--- config.mk ---
export PLATFORM = sky130hd
export DESIGN_NAME = image_checksum
export DESIGN_NICKNAME = d
export VERILOG_FILES = /design/src/rtl/image_checksum_pkg.sv /design/src/rtl/image_checksum_ctrl.sv /design/src/rtl/image_checksum_dp.sv /design/src/rtl/image_checksum.sv
export SDC_FILE = /design/constraint.sdc
export NUM_CORES = 1
export LEC_CHECK = 0
export ABC_AREA = 1
export BUFFER_PORTS_ARGS = -buffer_cell sky130_fd_sc_hd__clkbuf_2
export CORE_MARGIN = 2
export CORE_UTILIZATION = 48
export CTS_CLUSTER_DIAMETER = 30
export DETAILED_ROUTE_END_ITERATION = 6
export PLACE_DENSITY_LB_ADDON = 0.15
export SETUP_SLACK_MARGIN = 0.1
export SLEW_MARGIN = 30
export SYNTH_ARGS = -nofsm -noshare
export SYNTH_HDL_FRONTEND = slang
export SYNTH_SLANG_ARGS = --single-unit
--- constraint.sdc ---
create_clock -name clk -period 2.25 [get_ports clk]
set_input_delay 0.45 -clock clk [delete_from_list [all_inputs] [get_ports clk]]
set_output_delay 0.45 -clock clk [all_outputs]
set_load 0.05 [all_outputs]
--- src/rtl/image_checksum_pkg.sv ---
package image_checksum_pkg;
  typedef enum logic {
    TAG_PROG = 1'b0,
    TAG_REG  = 1'b1
  } regionTag_t;

  typedef struct packed {
    logic clr;
    logic add;
    logic fin;
  } ctrlStrobe_t;
endpackage

--- src/rtl/image_checksum_ctrl.sv ---
module image_checksum_ctrl
  import image_checksum_pkg::*;
(
  input  logic        clk,
  input  logic        rstN,
  input  logic        clearIn,
  input  logic        inValid,
  input  logic        inLast,
  output logic        inReady,
  output ctrlStrobe_t strobe
);
  typedef enum logic {ST_RUN, ST_HOLD} state_t;
  state_t state;

  assign inReady    = (state == ST_RUN) && !clearIn;
  assign strobe.clr = clearIn;
  assign strobe.add = inValid && inReady;
  assign strobe.fin = inValid && inReady && inLast;

  always_ff @(posedge clk or negedge rstN) begin
    if (!rstN)               state <= ST_RUN;
    else if (clearIn)        state <= ST_RUN;
    else if (strobe.fin)     state <= ST_HOLD;
  end

  // once held, only a clear reopens the input
  assert_hold_until_clear_R8: assert property (@(posedge clk) disable iff (!rstN)
    (state == ST_HOLD && !clearIn) |=> (state == ST_HOLD));
  // clear always blocks acceptance
  assert_clear_blocks_R6: assert property (@(posedge clk) disable iff (!rstN)
    clearIn |-> !strobe.add);
endmodule

--- src/rtl/image_checksum_dp.sv ---
module image_checksum_dp
  import image_checksum_pkg::*;
#(
  parameter int BYTE_W     = 8,
  parameter int PROG_BYTES = 3,
  parameter int REG_BYTES  = 2,
  parameter int SUM_W      = 16,
  localparam int DATA_W    = BYTE_W * PROG_BYTES
)(
  input  logic              clk,
  input  logic              rstN,
  input  ctrlStrobe_t       strobe,
  input  logic [DATA_W-1:0] inData,
  input  logic              inTag,
  output logic [SUM_W-1:0]  sumOut,
  output logic              doneOut
);
  logic [SUM_W-1:0] laneVal [PROG_BYTES];
  logic [SUM_W-1:0] addend;
  logic             isReg;

  assign isReg = (inTag == TAG_REG);

  for (genvar g = 0; g < PROG_BYTES; g++) begin : gLane
    logic laneEn;
    if (g < REG_BYTES) begin : gAlways
      assign laneEn = 1'b1;
    end else begin : gProgOnly
      assign laneEn = !isReg;
    end
    assign laneVal[g] = laneEn ? SUM_W'(inData[g*BYTE_W +: BYTE_W]) : '0;
  end

  always_comb begin
    addend = '0;
    for (int i = 0; i < PROG_BYTES; i++) addend = addend + laneVal[i];
  end

  always_ff @(posedge clk or negedge rstN) begin
    if (!rstN) begin
      sumOut  <= '0;
      doneOut <= 1'b0;
    end else if (strobe.clr) begin
      sumOut  <= '0;
      doneOut <= 1'b0;
    end else begin
      if (strobe.add) sumOut <= sumOut + addend;
      doneOut <= strobe.fin;
    end
  end

  // a register word raises the total by at most two bytes' worth
  assert_reg_two_bytes_R3: assert property (@(posedge clk) disable iff (!rstN)
    (strobe.add && isReg && !strobe.clr) |=>
      (SUM_W'(sumOut - $past(sumOut)) <= SUM_W'(REG_BYTES * ((1 << BYTE_W) - 1))));
  // done is a single-cycle pulse
  assert_done_pulse_R7: assert property (@(posedge clk) disable iff (!rstN)
    doneOut |=> !doneOut);
endmodule

--- src/rtl/image_checksum.sv ---
module image_checksum
  import image_checksum_pkg::*;
#(
  parameter int BYTE_W     = 8,
  parameter int PROG_BYTES = 3,
  parameter int REG_BYTES  = 2,
  parameter int SUM_W      = 16,
  localparam int DATA_W    = BYTE_W * PROG_BYTES
)(
  input  logic              clk,
  input  logic              rstN,
  input  logic              clearIn,
  input  logic              inValid,
  output logic              inReady,
  input  logic [DATA_W-1:0] inData,
  input  logic              inTag,
  input  logic              inLast,
  output logic [SUM_W-1:0]  sumOut,
  output logic              doneOut
);
  ctrlStrobe_t strobe;

  image_checksum_ctrl uCtrl (
    .clk(clk), .rstN(rstN), .clearIn(clearIn), .inValid(inValid),
    .inLast(inLast), .inReady(inReady), .strobe(strobe)
  );

  image_checksum_dp #(
    .BYTE_W(BYTE_W), .PROG_BYTES(PROG_BYTES), .REG_BYTES(REG_BYTES), .SUM_W(SUM_W)
  ) uDp (
    .clk(clk), .rstN(rstN), .strobe(strobe), .inData(inData), .inTag(inTag),
    .sumOut(sumOut), .doneOut(doneOut)
  );

  // no accepted word and no clear means the total stays put
  assert_idle_stable_R5: assert property (@(posedge clk) disable iff (!rstN)
    (!(inValid && inReady) && !clearIn) |=> $stable(sumOut));
  // a sampled clear zeroes the total
  assert_clear_zero_R6: assert property (@(posedge clk) disable iff (!rstN)
    clearIn |=> (sumOut == '0 && !doneOut));
  // while done is shown, no word can enter
  assert_done_not_ready_R8: assert property (@(posedge clk) disable iff (!rstN)
    doneOut |-> !inReady);
endmodule

# ---- Yosys cells after proc, flatten, opt, wreduce, memory -nomap -nowiden
# Index checks and enable logic that the tools add are counted.
dict set report totals {
  register_bits 18
  in_bits 30
  elab_cells 19
}
dict set report classes {
  n_addsub 3
  n_mux 6
  bitwise_logic 1
  reduce_logical 6
}
# cell n
set ops {}
lappend ops {{adder 16 bit} 2}
lappend ops {{two-way mux 16 bit} 2}
lappend ops {{adder 8 x 8 -> 9 bit} 1}
lappend ops {{two-way mux 8 bit} 1}
lappend ops {{nonzero test 2 bit} 2}
lappend ops {{logical AND 1 bit} 3}
lappend ops {{two-way mux 1 bit} 3}
lappend ops {{logical NOT 1 bit} 1}
lappend ops {{NOT 1 bit} 1}

# ---- Depth between registers and ports, before layout
# Gate-level depths: netlist of the first run.
dict set report logic_depth {
  ltp_word 6
  ltp_mapped 20
}

# ---- Hierarchy
# Synthesis of the first run repeated with hierarchy kept, for this count alone.
dict set report unflattened {
  hier_cells 253
  area_unflattened_um2 1856.8
}
# module n_inst cells_per_inst area_each_um2 seq_area_each_um2
set modules_own_cells {}
lappend modules_own_cells {image_checksum_dp 1 243 1785.5 425.4}
lappend modules_own_cells {image_checksum_ctrl 1 10 71.3 25.0}

# ---- Least setup slack after synthesis of the first run
# No wires, ideal clock.
dict set report synth_timing {
  path_type {input -> register}
  start {input inData[0]}
  end {register uDp.sumOut[15]}
  setup_ns 0.113
  t_arrival_ns 2.956
  required_ns 2.137
  path_slack_ns -0.820
  stages 18
  path_cell_list {ha_1 inv_1 fa_1 inv_1 nand4_1 o211ai_1 xnor2_1 fa_1 inv_1 ha_1 a21oi_1 nand2_1 nand2_1 nand3_2 nand2_1 nand2_1 nand2_1 inv_1}
}
dict set report synth_between {
  elab_chain_len 5
}
# element line_no
set synth_rtl {}
lappend synth_rtl {{from (decl)} image_checksum.sv:15} ;# input logic [DATA_W-1:0] inData,
lappend synth_rtl {{adder 8 x 8 -> 9 bit} image_checksum_dp.sv:36} ;# for (int i = 0; i < PROG_BYTES; i++) addend = addend + laneVal[i];
lappend synth_rtl {{adder 16 bit} image_checksum_dp.sv:36}
lappend synth_rtl {{adder 16 bit} image_checksum_dp.sv:47} ;# if (strobe.add) sumOut <= sumOut + addend;
lappend synth_rtl {{two-way mux 16 bit} image_checksum_dp.sv:47}
lappend synth_rtl {{two-way mux 16 bit} image_checksum_dp.sv:43} ;# end else if (strobe.clr) begin
lappend synth_rtl {{to (signal assigned)} image_checksum_dp.sv:47}
lappend synth_rtl {{to (decl)} image_checksum_dp.sv:15} ;# output logic [SUM_W-1:0] sumOut,
# No other way between the ends. The select of a mux whose other input is x is not followed.
# A chain may end at the register's enable or synchronous reset.

# ---- Worst setup path after layout of the first run
dict set report layout_timing {
  start {input inData[8]}
  end {register uDp.sumOut[12]}
}
# Same word-level chain as after synthesis.

==> summary.txt, run 1 <==
Logic synthesis
  • Syn_nets: 324
  • Adder-cell area share of the yosys netlist: 22.6%
  • Synthesized area: 1880 sq um
  • Seq cells post-synth: 18
  • Synth Area in Simple Gates: 31.3%
  • Syn Area/Cell: 7.08 sq um
  • Mux contribution to synthesized area: 0%
  • Largest area contributor in the netlist: dfrtp_1
  • Synth Area in Compound Gates: 8.31%
  • Synth top area cells: dfrtp_1 (24%), nand2_1 (16%), ha_1 (12%), fa_1 (11%), inv_1 (11%)
  • Synth unique cells: 24
  • Synth Area in XOR/XNOR: 2.33%
  • Post-synth top area share: 23.9%
  • Main combinational cell family by area after synthesis: simple AND/OR/NAND/NOR gates
  • Sequential-to-total area share from yosys stat: 23.9%
  • Synthesis warning total: 0
  • Synthesized instance count: 266

Placed design
  • Gpl congestion: 0.823
  • Post-DP HPWL: 3740 um
  • Port-buffer cells: 47
  • DP Area: 2520 sq um

Global routing
  • Met1 Use GR: 30.2%
  • GRT Resource Usage Total: 24.2%
  • Met2 GRT Util: 43.6%
  • Antenna violations before repair: 0
  • Largest net degree at the start of global routing: 19
  • First-pass GRT wire length: 8070 um
  • Grt ovf: 0
  • Grt met3 use: 2.87%
  • Vias in the first global route: 1860
  • Busiest layer in global routing: met2

Floorplanning
  • Standard-cell rows: 22
  • Die ar.: 4440 sq um
  • Chip Width: 66.6 um
  • Initial Utilization: 50.7%
  • Die H: 66.6 um
  • Core area: 3720 sq um
  • Ports: 48

Timing
  • Final critical-path required period: 2.88 ns
  • Max Freq: 0.348 GHz
  • Rel. slew slack: 66.3%
  • Unrepaired setup endpoints after global routing: true
  • Period Utilization, post-route: 128%
  • Actual slew at the worst max-slew pin: 0.505 ns
  • Count of final max-slew check failures: 0
  • Final setup violation count: 14
  • Fin Clk Skew: 0.00237 ns
  • Final Hold Viols: 0
  • Worst setup margin: -0.625 ns

Clocking
  • Max Buffers Root-to-Sink: 2
  • Later-pin clock latency in the skew report: 0.26 ns
  • # clock sinks: 18
  • Clock transition at path regs: 0.08 ns
  • TritonCTS clock tree: built
  • CTS root buffer: clkbuf_8
  • Htree depth: 1
  • CTS Hold Bufs: 0
  • Num CTS Buffers: 3

Outcome
  • Outcome: finished, violations left
  • Failing checks: setup timing

Pwr
  • Max IR drop VDD: 0.923 mV
  • P_leak: 1.57 nW
  • P per Cell Area: 1120 nW/um^2

Min path
  • Hold WC Path Type: input pin to async pin

Final layout
  • Most frequent cells in the layout: nand2_1 (60), clkbuf_2 (42), inv_1 (37)
  • Final Util: 77.5%
  • Final Cell Area: 2880 sq um
  • # nets final: 406
  • FILL cells: 251
  • Syn-to-layout area delta: 52.9%
  • Most common cell after layout, fill and taps aside: nand2_1
  • Proportion of layout cells with a drive suffix above 1: 47.6%
  • N_diodes: 0

Setup path
  • Worst setup path startpoint: inData[8]
  • Endpoint type of the worst setup path: register
  • Worst EP arrival: 3.03 ns
  • Reg-to-Reg Start: uDp.sumOut[1]
  • Crit-path max FO: 6
  • CP Class: input pin to register
  • Worst setup SP type: input pin
  • Critical Path RT: 2.41 ns

Drt
  • Via-to-Cell Ratio: 5.03
  • Router iterations before antenna repair: 4
  • Remaining DRCs: 0
  • ANT nets after route: 0
  • Initial DRC Count: 65
  • Avg WL per Cell: 13.1 um
  • WL final: 5160 um
  • DR vias: 1985

Job
  • Maxcap violations: 0
## worst max-delay path, stage by stage
cell and delay, ns:
buf_8 0.07, ha_4 0.13, inv_2 0.04, fa_2 0.35, inv_2 0.07, nand4_1 0.07
o211ai_1 0.16, xnor2_1 0.15, fa_1 0.53, inv_2 0.05, ha_4 0.32, nand2_4 0.08
nor2_4 0.14, nand3_2 0.10, nand3_4 0.11, nand3_2 0.09, nand2_1 0.10, nor2_1 0.04
## cells in the mapped netlist
cell type / n
a21boi_0: 3
a21o_1: 1
a21oi_1: 11
and3_2: 1
buf_6: 1
dfrtp_1: 18
fa_1: 10
ha_1: 18
inv_1: 53
inv_2: 2
nand2_1: 81
nand2_4: 1
nand3_1: 20
nand3_2: 2
nand3b_1: 5
nand4_1: 2
nor2_1: 15
nor2_4: 3
o211ai_1: 1
o21ai_0: 9
o22ai_1: 3
or2_2: 1
xnor2_1: 2
xor2_1: 3
## flip-flops by register name, indices dropped and copies added (netlist names)
register,cells
uCtrl.state,1
uDp.doneOut,1
uDp.sumOut,16
## cell type report
cell class | count | area (sq um) | share of cell area [%]
Tap cell | 48 | 60.1 | 2.09
Multi-Input combinational cell | 192 | 1560 | 54.2
Inverter | 55 | 209 | 7.26
Timing Repair Buffer | 78 | 544 | 18.9
Sequential cell | 18 | 450 | 15.6
Clock buffer | 4 | 55.1 | 1.91
## per-stage QoR
stage	cells	setup TNS [ns]	power, mW	setup WS [ns]	hold slack, ns
after global placement	383	-9.76	2.50	-0.822	0.433
final	395	-6.93	3.22	-0.625	0.137
after CTS	390	-6.59	2.93	-0.591	0.155
after global routing	395	-8.79	3.45	-0.767	0.184
after detailed placement	383	-10.56	2.54	-0.901	0.440
after floorplan	266	-5.88	2.02	-0.542	0.154
## logic make-up (layout without fill, tap and decap cells)
family                     Yosys count  count (layout)
xor gates and xnor gates             5               5
AOI/OAI and AO/OA                   28              28
and+or+nand+nor                    131             131
adders and majority gates           28              28
buffers and inverters               56             137
DFF                                 18              18
## power breakdown
part | leakage (nW) | internal, mW | switching, mW | total (mW)
registers | 0.244 | 0.396 | 0.0508 | 0.446
clock network | 0.0288 | 0.156 | 0.133 | 0.289
logic | 1.29 | 1.06 | 1.42 | 2.48
## worst paths after layout
| path | slack, ns | end | depth (start not counted) |
|---|---|---|---|
| min in group clk | 0.40 | uDp.doneOut | 3 |
| max in group asynchronous | 1.77 | uDp.sumOut[10] | 1 |
| min | 0.14 | uDp.sumOut[0] | 1 |
| max | -0.63 | uDp.sumOut[12] | 18 |
| min reg2reg | 0.52 | uDp.sumOut[8] | 2 |
| max reg2reg | -0.08 | uDp.sumOut[7] | 14 |
## timing repair
action                     CTS  global route
pin swaps                   13            36
resized for setup           21            49
buffers inserted             6             5
cloned                       0             0
setup endpoints to repair   14            14
## metal layers
layer / wire, um / vias up / share of wire [%]
met2: 2720 / 42 / 53
met1: 2180 / 942 / 42
met4: 54 / 0 / 1.0
met5: 0 / - / 0
li1: - / 995 / -
met3: 199 / 6 / 3.9
(Power assumes the default switching activity.)
==> run 2, diff against run 1 <==
==> constraint.sdc (replaced) <==
create_clock -name clk -period 2.25 [get_ports clk]
set_input_delay 0 -clock clk [delete_from_list [all_inputs] [get_ports clk]]
set_output_delay 0 -clock clk [all_outputs]
set_load 0.05 [all_outputs]
==> summary.txt, run 2 (synthesis results as in run 1) <==
Global routing
  • First-pass GRT wire length: 8070 um (about the same)
  • GRT Resource Usage Total: 23.6% (-0.59 points)
  • Grt ovf: 0 (unchanged)
  • Largest net degree at the start of global routing: 19 (unchanged)
  • Antenna violations before repair: 0 (unchanged)
  • Vias in the first global route: 1863 (+0.16%)

Final layout
  • # nets final: 408 (+0.49%)
  • Most flops, register: uDp.sumOut
  • Most frequent cells in the layout: nand2_1 (62), clkbuf_2 (45), inv_1 (40)
  • Top flop regs: uDp.sumOut: 16 flops, uCtrl.state: 1 flops, uDp.doneOut: 1 flops
  • Proportion of layout cells with a drive suffix above 1: 46.4% (-1.1 points)
  • Syn-to-layout area delta: 49.3%
  • Largest register FFs: 16 (unchanged)
  • Most common cell after layout, fill and taps aside: nand2_1
  • Final Cell Area: 2810 sq um (-2.3%)
  • N_diodes: 0 (unchanged)
  • Final Util: 75.7% (-1.8 points)

Setup path
  • Slowest cell on crit path: fa_1
  • R2R cell count: 14 (unchanged)
  • R2R Setup Slk: -0.05 ns (+0.03 ns)
  • Cell Chain, Critical Path: buf_6 > ha_4 > inv_2 > fa_2 > inv_2 > nand4_1 > o211ai_1 > xnor2_1 > fa_1 > inv_2 > ha_4 > a21oi_4 > nand2_1 > nand2_2 > nand3_4 > buf_6 > nand4_1 > nand2_1
  • Crit-path max FO: 6 (unchanged)
  • Critical Path Max Stage Delay: 0.53 ns (about the same)
  • Most used cell, CP: inv_2
  • Worst EP arrival: 2.56 ns (-0.47 ns)
  • CP Class: input pin to register
  • Worst setup SP type: input pin
  • Endpoint type of the worst setup path: register
  • Reg-to-Reg Start: uDp.sumOut[1]
  • Critical Path RT: 2.40 ns (about the same)
  • Worst Setup EP: uDp.sumOut[13]
  • Worst setup path startpoint: inData[8]
  • Reg2reg end: uDp.sumOut[7]

Job
  • Maxcap violations: 0 (unchanged)

Floorplanning
  • Core area: 3720 sq um (unchanged)
  • Chip Width: 66.6 um (unchanged)
  • Initial Utilization: 50.7% (unchanged)
  • Standard-cell rows: 22 (unchanged)
  • Ports: 48 (unchanged)
  • Die H: 66.6 um (unchanged)
  • Die ar.: 4440 sq um (unchanged)

Timing
  • Count of final max-slew check failures: 0 (unchanged)
  • Final setup violation count: 10 (-4)
  • Fin Clk Skew: 0.00557 ns (+0.00320 ns)
  • Rel. slew slack: 66.2% (-0.15 points)
  • Actual slew at the worst max-slew pin: 0.507 ns (+0.00231 ns)
  • Period Utilization, post-route: 107% (-21 points)
  • Final Hold Viols: 0 (unchanged)
  • Max Freq: 0.415 GHz (+19%)
  • Worst setup margin: -0.159 ns (+0.466 ns)
  • Unrepaired setup endpoints after global routing: true
  • Final critical-path required period: 2.41 ns (-0.466 ns)

Outcome
  • Failing checks: setup timing
  • Outcome: finished, violations left

Drt
  • WL final: 4890 um (-5.2%)
  • Router iterations before antenna repair: 4 (unchanged)
  • DR vias: 1958 (-1.4%)
  • Initial DRC Count: 88 (+35%)
  • ANT nets after route: 0 (unchanged)
  • Avg WL per Cell: 12.3 um (-5.7%)
  • Via-to-Cell Ratio: 4.93 (-1.9%)
  • Remaining DRCs: 0 (unchanged)

Pwr
  • Pwr Total: 3.10 mW (-3.7%)
  • Max IR drop VDD: 0.795 mV (-14%)
  • P per Cell Area: 1100 nW/um^2 (-1.4%)
  • P_leak: 1.55 nW (-1.1%)

Clocking
  • Clock transition at path regs: 0.07 ns (about the same)
  • TritonCTS clock tree: built
  • Htree depth: 1 (unchanged)
  • Max Buffers Root-to-Sink: 2 (unchanged)
  • Num CTS Buffers: 3 (unchanged)
  • # clock sinks: 18 (unchanged)
  • Later-pin clock latency in the skew report: 0.26 ns (about the same)
  • CTS root buffer: clkbuf_8

Placed design
  • Port-buffer cells: 47 (unchanged)
  • Pre-CTS WS: -0.392 ns (+0.508 ns)
  • Post-DP HPWL: 3630 um (-3.0%)
  • Gpl congestion: 0.791 (-3.9%)
  • DP Area: 2480 sq um (-1.7%)

Min path
  • Hold WC Path Type: input pin to register
  • Hold path startpoint: inValid
run 2: layout make-up:
type	count	area, sq um
multi-input cells	192	1520
well taps	48	60.1
fillers	277	905
clock buffers	4	55.1
repair buffers	80	508
flip-flops and latches	18	458
inverters	55	206
run 2: worst max-delay path: cells and delay by family:
family	cells	cell delay, ns
AO/OA/AOI/OAI	2	0.33
XOR/XNOR	1	0.14
adder cells (fa/ha/maj)	4	1.27
buffers and inverters	5	0.36
AND/OR/NAND/NOR	6	0.47
run 2: worst min-delay path by stage:
stage                         end  cells past startpoint  slack [ns]
floorplan             uCtrl.state                      0       -0.30
global placement    uDp.sumOut[0]                      1       -0.02
detailed placement  uDp.sumOut[0]                      1       -0.01
CTS                   uDp.doneOut                      3        0.08
global route          uDp.doneOut                      3        0.09
finish                uDp.doneOut                      3        0.08
run 2: metrics by stage:
| step | TNS [ns] | hold slack (ns) | instances |
|---|---|---|---|
| after floorplan | -0.521 | -0.296 | 266 |
| final | -0.808 | 0.0779 | 397 |
| after global placement | -3.64 | -0.0189 | 381 |
| after detailed placement | -3.87 | -0.00955 | 381 |
| after CTS | -0.469 | 0.0798 | 392 |
| after global routing | -2.50 | 0.0883 | 397 |
run 2: layer usage:
metal | up-vias | GRT usage, % | share of wire [%]
met5 | - | 0 | 0
met4 | 0 | 4.59 | 1.2
met3 | 8 | 3.04 | 4.8
met2 | 46 | 42.8 | 51
met1 | 907 | 30.0 | 43
li1 | 997 | - | -
run 2: what timing repair did:
action	in CTS	in global routing
hold buffers	2	0
pin swaps	12	41
gates resized for setup	18	33
setup endpoints to repair	11	13
setup buffers	5	5
hold endpoints to repair	19	0
run 2: where the power goes:
part	internal (mW)	leakage (nW)	switching, mW
clock	0.156	0.0288	0.122
combinational	0.990	1.28	1.38
sequential	0.403	0.235	0.0468
==> run 3, diff against run 2 <==
Settings changed: ABC_AREA 1 to unset, CTS_CLUSTER_DIAMETER 30 to 60.
==> summary.txt, run 3 <==
Timing
  • Period Utilization, post-route: 121% (+14 points)
  • Worst setup margin: -0.476 ns (-0.317 ns)
  • Rel. slew slack: 63.6% (-2.5 points)
  • Actual slew at the worst max-slew pin: 0.544 ns (+0.0369 ns)
  • Count of final max-slew check failures: 0 (unchanged)
  • Max Freq: 0.367 GHz (-12%)
  • Fin Clk Skew: 0.00394 ns (-0.00163 ns)
  • Final Hold Viols: 0 (unchanged)
  • Final critical-path required period: 2.73 ns (+0.317 ns)
  • Final setup violation count: 12 (+2)
  • Unrepaired setup endpoints after global routing: true

Global routing
  • GRT Resource Usage Total: 25.7% (+2.1 points)
  • Largest net degree at the start of global routing: 22 (+3)
  • First-pass GRT wire length: 8520 um (+5.5%)
  • Grt ovf: 0 (unchanged)
  • Antenna violations before repair: 0 (unchanged)
  • Vias in the first global route: 1907 (+2.4%)

Pwr
  • Sequential power share: 14.9% (+0.4 points)
  • Clk pwr share: 10.2% (+1.2 points)
  • Pwr Total: 2.76 mW (-11%)
  • Psw: 1.27 mW (-18%)
  • P per Cell Area: 932 nW/um^2 (-15%)
  • P_leak: 1.43 nW (-7.7%)
  • Max IR drop VDD: 0.858 mV (+8.0%)
  • P_int: 1.49 mW (-3.6%)
  • Switch share: 45.9% (-4.1 points)
  • Comb power frac: 74.9% (-1.6 points)

Final layout
  • Syn-to-layout area delta: 59.5%
  • Final Util: 80.3% (+4.6 points)
  • Area of the multi-input gates: 1610 sq um (+5.8%)
  • Proportion of layout cells with a drive suffix above 1: 53.4% (+6.9 points)
  • Non-filler cells, final: 361 (-9.1%)
  • Most frequent cells in the layout: clkbuf_2 (43), buf_4 (39), inv_1 (23)
  • Top flop regs: uDp.sumOut: 16 flops, uCtrl.state: 1 flops, uDp.doneOut: 1 flops
  • # nets final: 372 (-8.8%)
  • Most flops, register: uDp.sumOut
  • Most common cell after layout, fill and taps aside: clkbuf_2
  • Final Cell Area: 2960 sq um (+5.3%)
  • Seq. cell area: 454 sq um (-0.82%)
  • N_diodes: 0 (unchanged)
  • FILL cells: 252 (-9.0%)
  • Largest register FFs: 16 (unchanged)

Outcome
  • Failing checks: setup timing
  • Outcome: finished, violations left

Logic synthesis
  • Most frequent cells after synthesis: inv_1 (32), a21oi_1 (20), dfrtp_1 (18), ha_1 (18), nand2_1 (18)
  • Largest area contributor in the netlist: dfrtp_1
  • Top_reg_cell synth: dfrtp_1
  • Post-synth ARST share: 100% (unchanged)
  • Sequential-to-total area share from yosys stat: 24.3% (+0.34 points)
  • Seq cells post-synth: 18 (unchanged)
  • Synth unique cells: 41 (+71%)
  • Syn Area/Cell: 8.48 sq um (+20%)
  • Post-synth top area share: 24.3% (+0.34 points)
  • Synthesized instance count: 219 (-18%)
  • Synthesis warning total: 0 (unchanged)
  • Synthesized area: 1860 sq um (-1.4%)
  • Most frequent cell after synthesis: inv_1
  • Post-synth EDFFs: 0 (unchanged)
  • Syn_nets: 277 (-15%)
  • Synth top area cells: dfrtp_1 (24%), ha_1 (12%), fa_1 (11%), inv_1 (6.5%), a21oi_1 (5.4%)

Floorplanning
  • Ports: 48 (unchanged)
  • Die H: 66.2 um (-0.66%)
  • Chip Width: 66.2 um (-0.66%)
  • Standard-cell rows: 22 (unchanged)
  • Core area: 3690 sq um (-0.74%)
  • Die ar.: 4380 sq um (-1.3%)
  • Initial Utilization: 50.3% (-0.33 points)

Setup path
  • R2R cell count: 10 (-4)
  • CP Class: input pin to register
  • Critical Path RT: 2.39 ns (about the same)
  • Worst EP arrival: 2.87 ns (+0.31 ns)
  • Worst setup SP type: input pin
  • Crit-path max FO: 3 (-3)
  • Endpoint type of the worst setup path: register

Clocking
  • # clock sinks: 18 (unchanged)
  • Htree depth: 1 (unchanged)
  • TritonCTS clock tree: built
  • CTS root buffer: clkbuf_8
  • Max Buffers Root-to-Sink: 2 (unchanged)
  • Later-pin clock latency in the skew report: 0.26 ns (about the same)
  • Clock transition at path regs: 0.08 ns (about the same)
  • Num CTS Buffers: 3 (unchanged)

Drt
  • Router iterations before antenna repair: 4 (unchanged)
  • Remaining DRCs: 0 (unchanged)
  • Via-to-Cell Ratio: 5.32 (+7.8%)
  • ANT nets after route: 0 (unchanged)
  • Initial DRC Count: 105 (+19%)
  • DR vias: 1920 (-1.9%)
  • Avg WL per Cell: 15.6 um (+27%)
  • WL final: 5640 um (+15%)

Placed design
  • DP Area: 2610 sq um (+5.6%)
  • Post-DP HPWL: 3870 um (+6.5%)
  • Port-buffer cells: 47 (unchanged)
  • Gpl congestion: 0.899 (+14%)
  • Placed cells: 350 (-8.1%)

Min path
  • Hold WC Path Type: input pin to register
  • Hold path depth: 2 (-1)

Job
  • Maxcap violations: 0 (unchanged)
==> run 3: changes by cell type in the layout (fill, tap and decap cells not counted), sizes merged, moves of 7 or more <==
| cell | change |
|---|---|
| a21oi | +9 |
| inv | -23 |
| nand2 | -64 |
| nand3 | -16 |
| buf | +18 |
| nor2 | -7 |
| nand2b | +9 |
==> run 3: logic make-up (layout without fill, tap and decap cells) <==
| family | after synthesis | count (layout) | share of synthesized area [%] |
|---|---|---|---|
| AOI/OAI and AO/OA | 52 | 52 | 19.0 |
| xor gates and xnor gates | 7 | 7 | 3.30 |
| adders and majority gates | 28 | 28 | 22.9 |
| buffers and inverters | 37 | 131 | 7.55 |
| DFF | 18 | 18 | 24.3 |
| muxes | 4 | 4 | 2.43 |
| and+or+nand+nor | 73 | 73 | 20.6 |
==> run 3: metal layers <==
layer / track usage [%] / wire length, um
met1: 30.9 / 2280
met2: 48.4 / 3030
met3: 3.58 / 255
met4: 4.85 / 76
met5: 0 / 0
==> run 3: layout make-up <==
type,count,share of cell area [%]
well taps,48,2.03
clock buffers,4,1.86
multi-input cells,164,54.5
repair buffers,95,22.2
inverters,32,4.14
flip-flops and latches,18,15.3
==> run 3: timing repair <==
action | 4_1_cts | 5_1_grt
gates resized for setup | 23 | 31
endpoints found under the setup margin | 13 | 14
setup buffers | 3 | 5
hold buffers | 1 | 0
endpoints found under the hold margin | 18 | 0
pin swaps | 24 | 25
==> run 3: per-stage QoR <==
step                      TNS (ns)  hold slack [ns]  setup WS, ns
after detailed placement     -9.01          -0.0153        -0.869
after floorplan              -4.51           -0.296        -0.577
final                        -4.76           0.0129        -0.476
after global placement       -8.45          -0.0183        -0.801
after CTS                    -4.72          0.00872        -0.513
after global routing         -6.17           0.0409        -0.616
==> run 3: worst max-delay path, stage by stage <==
cell and delay [ns]:
buf_8 0.10, ha_4 0.15, inv_2 0.05, fa_2 0.46
fa_1 0.57, inv_2 0.05, ha_4 0.16, fa_2 0.41
a211oi_2 0.26, nor2_2 0.07, o21ai_2 0.15, a311oi_2 0.11
mux2_1 0.33
==> run 3: path summary, 6_finish.rpt <==
kind | start | end | slack (ns)
max | inData[0] | uDp.sumOut[15] | -0.48
min | inLast | uDp.doneOut | 0.01
max reg2reg | uDp.sumOut[1] | uDp.sumOut[15] | -0.32
min reg2reg | uDp.sumOut[14] | uDp.sumOut[14] | 0.52
max in group asynchronous | rstN | uDp.sumOut[3] | 1.63
min in group asynchronous | rstN | uDp.sumOut[9] | 0.25
==> run 3: power by group through the flow <==
stage | Combinational (mW) | Sequential (mW) | Clock (mW)
floorplan | 1.01 | 0.600 | 0
global placement | 1.69 | 0.414 | 0
detailed placement | 1.73 | 0.418 | 0
CTS | 1.88 | 0.412 | 0.284
global route | 2.23 | 0.419 | 0.297
finish | 2.07 | 0.412 | 0.280
